### config.mk
export PLATFORM = sky130hd
export DESIGN_NAME = twinWrRegFile
export DESIGN_NICKNAME = d
export VERILOG_FILES = /design/src/rtl/twinWrRegFile_pkg.sv /design/src/rtl/twinWrRegFile_ctrl.sv /design/src/rtl/twinWrRegFile_dpath.sv /design/src/rtl/twinWrRegFile.sv
export SDC_FILE = /design/constraint.sdc
export NUM_CORES = 2
export LEC_CHECK = 0
export ABC_AREA = 1
export BUFFER_PORTS_ARGS = -buffer_cell sky130_fd_sc_hd__buf_2
export CAP_MARGIN = 25
export CORE_UTILIZATION = 25
export CTS_CLUSTER_SIZE = 25
export DETAILED_ROUTE_END_ITERATION = 7
export GPL_ROUTABILITY_DRIVEN = 0
export MAX_ROUTING_LAYER = met4
export PLACE_DENSITY = 0.37
export SETUP_SLACK_MARGIN = 0.15
export SLEW_MARGIN = 20
export SYNTH_ARGS = -nofsm -noshare
export SYNTH_HDL_FRONTEND = slang
export SYNTH_SLANG_ARGS = --single-unit
### constraint.sdc
create_clock -name clk -period 12.2 [get_ports clk]
set_input_delay 2.44 -clock clk [delete_from_list [all_inputs] [get_ports clk]]
set_output_delay 2.44 -clock clk [all_outputs]
set_load 0.02 [all_outputs]
### src/rtl/twinWrRegFile_pkg.sv
package twinWrRegFile_pkg;
  typedef struct packed {
    logic wrMain;
    logic wrIncr;
  } wrStrobe_t;
endpackage

### src/rtl/twinWrRegFile_ctrl.sv
module twinWrRegFile_ctrl
  import twinWrRegFile_pkg::*;
#(
  parameter int ADDR_W = 5
) (
  input  logic              clk,
  input  logic              rst,
  input  logic              wrEnMain,
  input  logic [ADDR_W-1:0] wrAddrMain,
  input  logic              wrEnIncr,
  input  logic [ADDR_W-1:0] rdAddrA,
  output wrStrobe_t         strobe
);
  logic mainLive;
  logic incrLive;
  logic sameTarget;

  assign mainLive   = wrEnMain && (wrAddrMain != '0);
  assign incrLive   = wrEnIncr && (rdAddrA != '0);
  assign sameTarget = mainLive && (wrAddrMain == rdAddrA);

  always_comb begin
    strobe        = '0;
    strobe.wrMain = mainLive;
    strobe.wrIncr = incrLive && !sameTarget;
  end

  // never two strobes aimed at the same register
  a_r6_single_owner: assert property (@(posedge clk) disable iff (rst)
    (strobe.wrMain && strobe.wrIncr) |-> (wrAddrMain != rdAddrA));
endmodule

### src/rtl/twinWrRegFile_dpath.sv
module twinWrRegFile_dpath
  import twinWrRegFile_pkg::*;
#(
  parameter int ADDR_W    = 5,
  parameter int DATA_W    = 32,
  parameter int INCR_STEP = 4
) (
  input  logic              clk,
  input  logic              rst,
  input  wrStrobe_t         strobe,
  input  logic [ADDR_W-1:0] rdAddrA,
  input  logic [ADDR_W-1:0] rdAddrB,
  input  logic [ADDR_W-1:0] wrAddrMain,
  input  logic [DATA_W-1:0] wrDataMain,
  output logic [DATA_W-1:0] rdDataA,
  output logic [DATA_W-1:0] rdDataB
);
  localparam int NUM_REGS = 1 << ADDR_W;
  localparam logic [DATA_W-1:0] STEP = DATA_W'(INCR_STEP);

  logic [DATA_W-1:0] regFile [NUM_REGS];
  logic [DATA_W-1:0] incData;

  assign rdDataA = regFile[rdAddrA];
  assign rdDataB = regFile[rdAddrB];
  assign incData = rdDataA + STEP;

  always_ff @(posedge clk) begin
    if (rst) begin
      for (int i = 0; i < NUM_REGS; i++) regFile[i] <= '0;
    end else begin
      for (int i = 1; i < NUM_REGS; i++) begin
        if (strobe.wrMain && (wrAddrMain == ADDR_W'(i)))
          regFile[i] <= wrDataMain;
        else if (strobe.wrIncr && (rdAddrA == ADDR_W'(i)))
          regFile[i] <= incData;
      end
    end
  end

  // main strobe lands its data
  a_r3_main_write: assert property (@(posedge clk) disable iff (rst)
    strobe.wrMain |=> (regFile[$past(wrAddrMain)] == $past(wrDataMain)));

  // increment strobe stores the pre-edge base plus the step
  a_r4_incr_write: assert property (@(posedge clk) disable iff (rst)
    strobe.wrIncr |=> (regFile[$past(rdAddrA)] == $past(rdDataA) + STEP));

  // a main write to the base register leaves the loaded word there
  a_r6_main_wins: assert property (@(posedge clk) disable iff (rst)
    (strobe.wrMain && (wrAddrMain == rdAddrA)) |=> (regFile[$past(rdAddrA)] == $past(wrDataMain)));
endmodule

### src/rtl/twinWrRegFile.sv
module twinWrRegFile
  import twinWrRegFile_pkg::*;
#(
  parameter int ADDR_W    = 5,
  parameter int DATA_W    = 32,
  parameter int INCR_STEP = 4
) (
  input  logic              clk,
  input  logic              rst,
  input  logic [ADDR_W-1:0] rdAddrA,
  input  logic [ADDR_W-1:0] rdAddrB,
  output logic [DATA_W-1:0] rdDataA,
  output logic [DATA_W-1:0] rdDataB,
  input  logic              wrEnMain,
  input  logic [ADDR_W-1:0] wrAddrMain,
  input  logic [DATA_W-1:0] wrDataMain,
  input  logic              wrEnIncr
);
  wrStrobe_t strobe;

  twinWrRegFile_ctrl #(.ADDR_W(ADDR_W)) ctrl_i (
    .clk(clk), .rst(rst),
    .wrEnMain(wrEnMain), .wrAddrMain(wrAddrMain),
    .wrEnIncr(wrEnIncr), .rdAddrA(rdAddrA),
    .strobe(strobe)
  );

  twinWrRegFile_dpath #(.ADDR_W(ADDR_W), .DATA_W(DATA_W), .INCR_STEP(INCR_STEP)) dpath_i (
    .clk(clk), .rst(rst), .strobe(strobe),
    .rdAddrA(rdAddrA), .rdAddrB(rdAddrB),
    .wrAddrMain(wrAddrMain), .wrDataMain(wrDataMain),
    .rdDataA(rdDataA), .rdDataB(rdDataB)
  );

  // address zero reads as zero on both ports
  a_r7_zero_read: assert property (@(posedge clk) disable iff (rst)
    ((rdAddrA == '0) |-> (rdDataA == '0)) and ((rdAddrB == '0) |-> (rdDataB == '0)));
endmodule

==> metrics.md <==
| Metric | Value |
|---|---|
| Run status | finished with violations |
| Violations in the final reports | DRC |
| Violation count after the first detailed-routing iteration | about 10000 |
| Cell area after layout | between 70000 and 80000 sq um |
| Root buffer cell | sky130_fd_sc_hd__clkbuf_16 |
| I/O pin cnt | ~120 |
| H-tree Lvls | 4 |
| Core Util, Final | 0.282 |
| Worst hold margin | 1.25 ns |
| Depth of the worst hold-timing path | 7 |
| Slew of the pin with the lowest slew margin | between 1 and 1.5 ns |
| Maximum buffer depth of the clock tree | 3 |
| Effective utilization at floorplan | 0.252 |
| Arrival time at the worst endpoint | between 6 and 7 ns |
| Wirelength, routed | around 410000 um |
| Number of filler cells placed in the layout | between 20000 and 30000 |
| Portion of the post-synthesis area used by sequential elements | 0.454 |
| Placed Area | ~69000 sq um |
| Syn Std Cell Area | 65700 sq um |
| Critical Path Most Common Cell | sky130_fd_sc_hd__nand2_1 |
| Layout cell share with drive strength beyond 1 | 0.0757 |
| Unrepaired setup endpoints after global routing | false |
| Via-per-instance ratio | between 5 and 6 |
| Startpoint kind of the worst setup timing path | input port |
| Most used flip-flop cell after synthesis | sky130_fd_sc_hd__edfxtp_1 |
| Critical path fanouts, max | 84 |
| ANT nets after route | 0 |
| Drc violations | 13 |
| Max cap viols | 0 |
| Series of cell instances along the critical path | buf_8 > clkinv_8 > buf_4 > nand2_1 > nor2_1 > a221oi_1 > o21ai_0 > a21oi_1 > nand4_1 > nand2_1 > inv_1 > buf_2 |
| Worst Path Required | roughly 10 ns |
| Initial antenna violation count | 21 |
| Reg2reg start | dpath_i.regFile[24][2]$_SDFFCE_PP0P_ |
| Hold Crit Endpoint | dpath_i.regFile[22][2]$_SDFFCE_PP0P_ |
| Clock tree from TritonCTS | yes |
| HPWL after DPL | ~240000 um |
| Gate count after technology mapping | a little over 9000 |
| Pin count of the biggest net entering global routing | around 150 |
| Capture point of the worst reg-to-reg path | dpath_i.regFile[4][26]$_SDFFCE_PN0P_ |
| Total track usage | 0.310 |
| Port buffer count | roughly 110 |
| Total clock buffers created by CTS | around 130 |
| Max Clock Freq | ~110 MHz |
| Kind of end point of the critical path | output port |
| Hold-fix buffer count after cts | 0 |
| Most frequent cells in the layout | 3184 x sky130_fd_sc_hd__nand2_1, 1390 x sky130_fd_sc_hd__o21ai_0, 992 x sky130_fd_sc_hd__edfxtp_1 |
| Category of the most critical setup path | input port to output port |
| Peak per-stage delay on the critical path | roughly 0.75 ns |
| Final net count | 8823 |
| Largest vdd supply drop | roughly 0.00015 V |
| Leakage power summed over all cells | approximately 0.032 uW |
| Clock transition at the register clock pins on the worst setup and hold paths after CTS | ~0.070 ns |
| Multi-input combinational cell area | 30000 sq um |
| Max-slew violations | 0 |
| Largest register by flop count | dpath_i.regFile |
| Crit share post-route | 0.773 |
| Most common library cell in the layout ignoring fill and taps | sky130_fd_sc_hd__nand2_1 |
| Bufs and invs on worst path | 5 |
| Final-report hold violation count | 0 |
| Family with the most delay on the worst path | buffers and inverters |
| Number of cells on the worst reg-to-reg path | 15 |
| Wire length of the first global-routing pass | ~550000 um |
| Row count | 187 |
| Pre-antenna DRT Iters | 8 |
| Largest register FFs | 992 |
| Resized Gates After CTS | 0 |
| Max transition margin | 0.0889 |
| Post-Syn Area per Cell | 7.23 sq um |
| # setup viols final | 0 |
| Min-delay worst type | register to register |
| Floorplan core area | 260000 sq um |
| Power per unit of standard cell area | between 100 and 150 nW/um^2 |
| CP max-delay cell | sky130_fd_sc_hd__nand2_1 |
| Synthesized net count | ~9000 |
| Synthesis-stage register bit count | between 900 and 1000 |
| Setup slack, reg-to-reg | between 6 and 7 ns |
| Area occupied by registers | roughly 30000 sq um |
| Number of global-route vias before repair | 62700 |
| Count of different cell masters after synthesis | 51 |
| Hold Path Origin | dpath_i.regFile[28][2]$_SDFFCE_PP0P_ |
| Post-synth EDFFs | 992 |
| Routed length per placed instance | about 33 um |
| Later-pin clock latency in the skew report | just over 0.8 ns |
| Number of sinks on the clock net | 992 |
| Largest regs | dpath_i.regFile: 992 flops |
| Post-synthesis async set-or-reset flop share | 0 |
| Die width | just over 500 um |
| Postcts setup bufs | 0 |
| Setup total negative slack | 0 ns |
| Number of warnings printed during yosys synthesis | 0 |
| Total number of vias | about 69000 |
| Worst clock skew | around 0.03 ns |
| Die Ht | slightly above 500 um |
| Post-route minimum period | between 9 and 10 ns |
| Die Outline Area | ~260000 sq um |
| P&R area growth vs syn | 11.8% |
| Overflow after GRT | 0 |
[per-layer routing]
metal / vias up / part of all wire / track usage
met5: - / 0 / -
li1: 29600 / - / -
met2: 4500 / 0.43 / 0.459
met3: 982 / 0.096 / 0.0605
met4: 0 / 0.060 / 0.160
met1: 33600 / 0.41 / 0.398
[power breakdown]
part	switching [uW]	total [uW]	leakage (uW)	internal [uW]
combinational	1440	1790	0.0199	352
clock	1680	3810	0.00192	2130
sequential	104	4080	0.00991	3980
[synth_stat cells, types with 47 or more instances]
cell	n	area, sq um
sky130_fd_sc_hd__o22ai_1	90	563
sky130_fd_sc_hd__inv_1	659	2470
sky130_fd_sc_hd__edfxtp_1	992	29800
sky130_fd_sc_hd__buf_2	153	766
sky130_fd_sc_hd__o21ai_1	133	666
sky130_fd_sc_hd__nor2_1	748	2810
sky130_fd_sc_hd__o221ai_1	138	1210
sky130_fd_sc_hd__nand3_1	452	2260
sky130_fd_sc_hd__o21ai_0	1390	6960
sky130_fd_sc_hd__o211ai_1	59	443
sky130_fd_sc_hd__buf_4	59	443
sky130_fd_sc_hd__a21oi_1	136	681
sky130_fd_sc_hd__a31oi_1	47	294
sky130_fd_sc_hd__clkbuf_1	489	1840
sky130_fd_sc_hd__nand2_1	3210	12000
[cell type report]
class / count / area share
multi-input cells: 6622 / 0.409
flip-flops and latches: 992 / 0.406
well taps: 3496 / 0.0596
clock buffers: 175 / 0.0498
repair buffers: 340 / 0.0358
inverters: 683 / 0.0357
clock inverters: 56 / 0.00401
diodes: 15 / 0.000511
[cell families (layout without fill, tap and decap cells)]
family,Yosys count,count (layout),share of synthesized area
simple gates,4534,4534,0.275
compound gates,2083,2083,0.176
buf+inv,1462,1254,0.0947
flops,992,992,0.454
xor+xnor,3,3,0.000400
fa+ha+maj,2,2,0.000381
other cells,0,15,0
[through the flow]
step | total power [uW] | std cells | setup WS [ns]
2_1_floorplan | 5050 | 9076 | 5.14
6_report | 9680 | 12400 | 2.77
3_5_place_dp | 5870 | 12100 | 2.99
5_1_grt | 9900 | 12400 | 2.77
3_3_place_gp | 5870 | 12100 | 3.08
4_1_cts | 9640 | 12400 | 2.99
[worst register-to-register path, cell delays in order, from the launching register on]
cell and delay, ns:
sky130_fd_sc_hd__edfxtp_1 0.36, sky130_fd_sc_hd__inv_1 0.05, sky130_fd_sc_hd__nand2_1 0.05, sky130_fd_sc_hd__o21ai_0 0.08
sky130_fd_sc_hd__nor2_1 0.31, sky130_fd_sc_hd__nor2_1 0.13, sky130_fd_sc_hd__nor2_1 0.19, sky130_fd_sc_hd__nand2_1 0.09
sky130_fd_sc_hd__nand2_2 0.26, sky130_fd_sc_hd__ha_1 0.29, sky130_fd_sc_hd__nand3_1 0.17, sky130_fd_sc_hd__nor2_2 0.72
sky130_fd_sc_hd__nand4_1 0.91, sky130_fd_sc_hd__nand2_1 1.19, sky130_fd_sc_hd__nand2_1 0.13, sky130_fd_sc_hd__nand2_1 0.12
[worst max-delay path by stage]
stage	start	end	slack (ns)	cells after the start
global placement	rdAddrA[0]	rdDataA[1]	3.08	12
CTS	rdAddrA[0]	rdDataA[1]	2.99	12
detailed placement	rdAddrA[0]	rdDataA[1]	2.99	12
global route	rdAddrA[0]	rdDataA[1]	2.77	12
floorplan	wrEnMain	dpath_i.regFile[21][0]$_SDFFCE_PP0P_	5.14	3
finish	rdAddrA[0]	rdDataA[1]	2.77	12
Power figures use the tool's default switching activity.
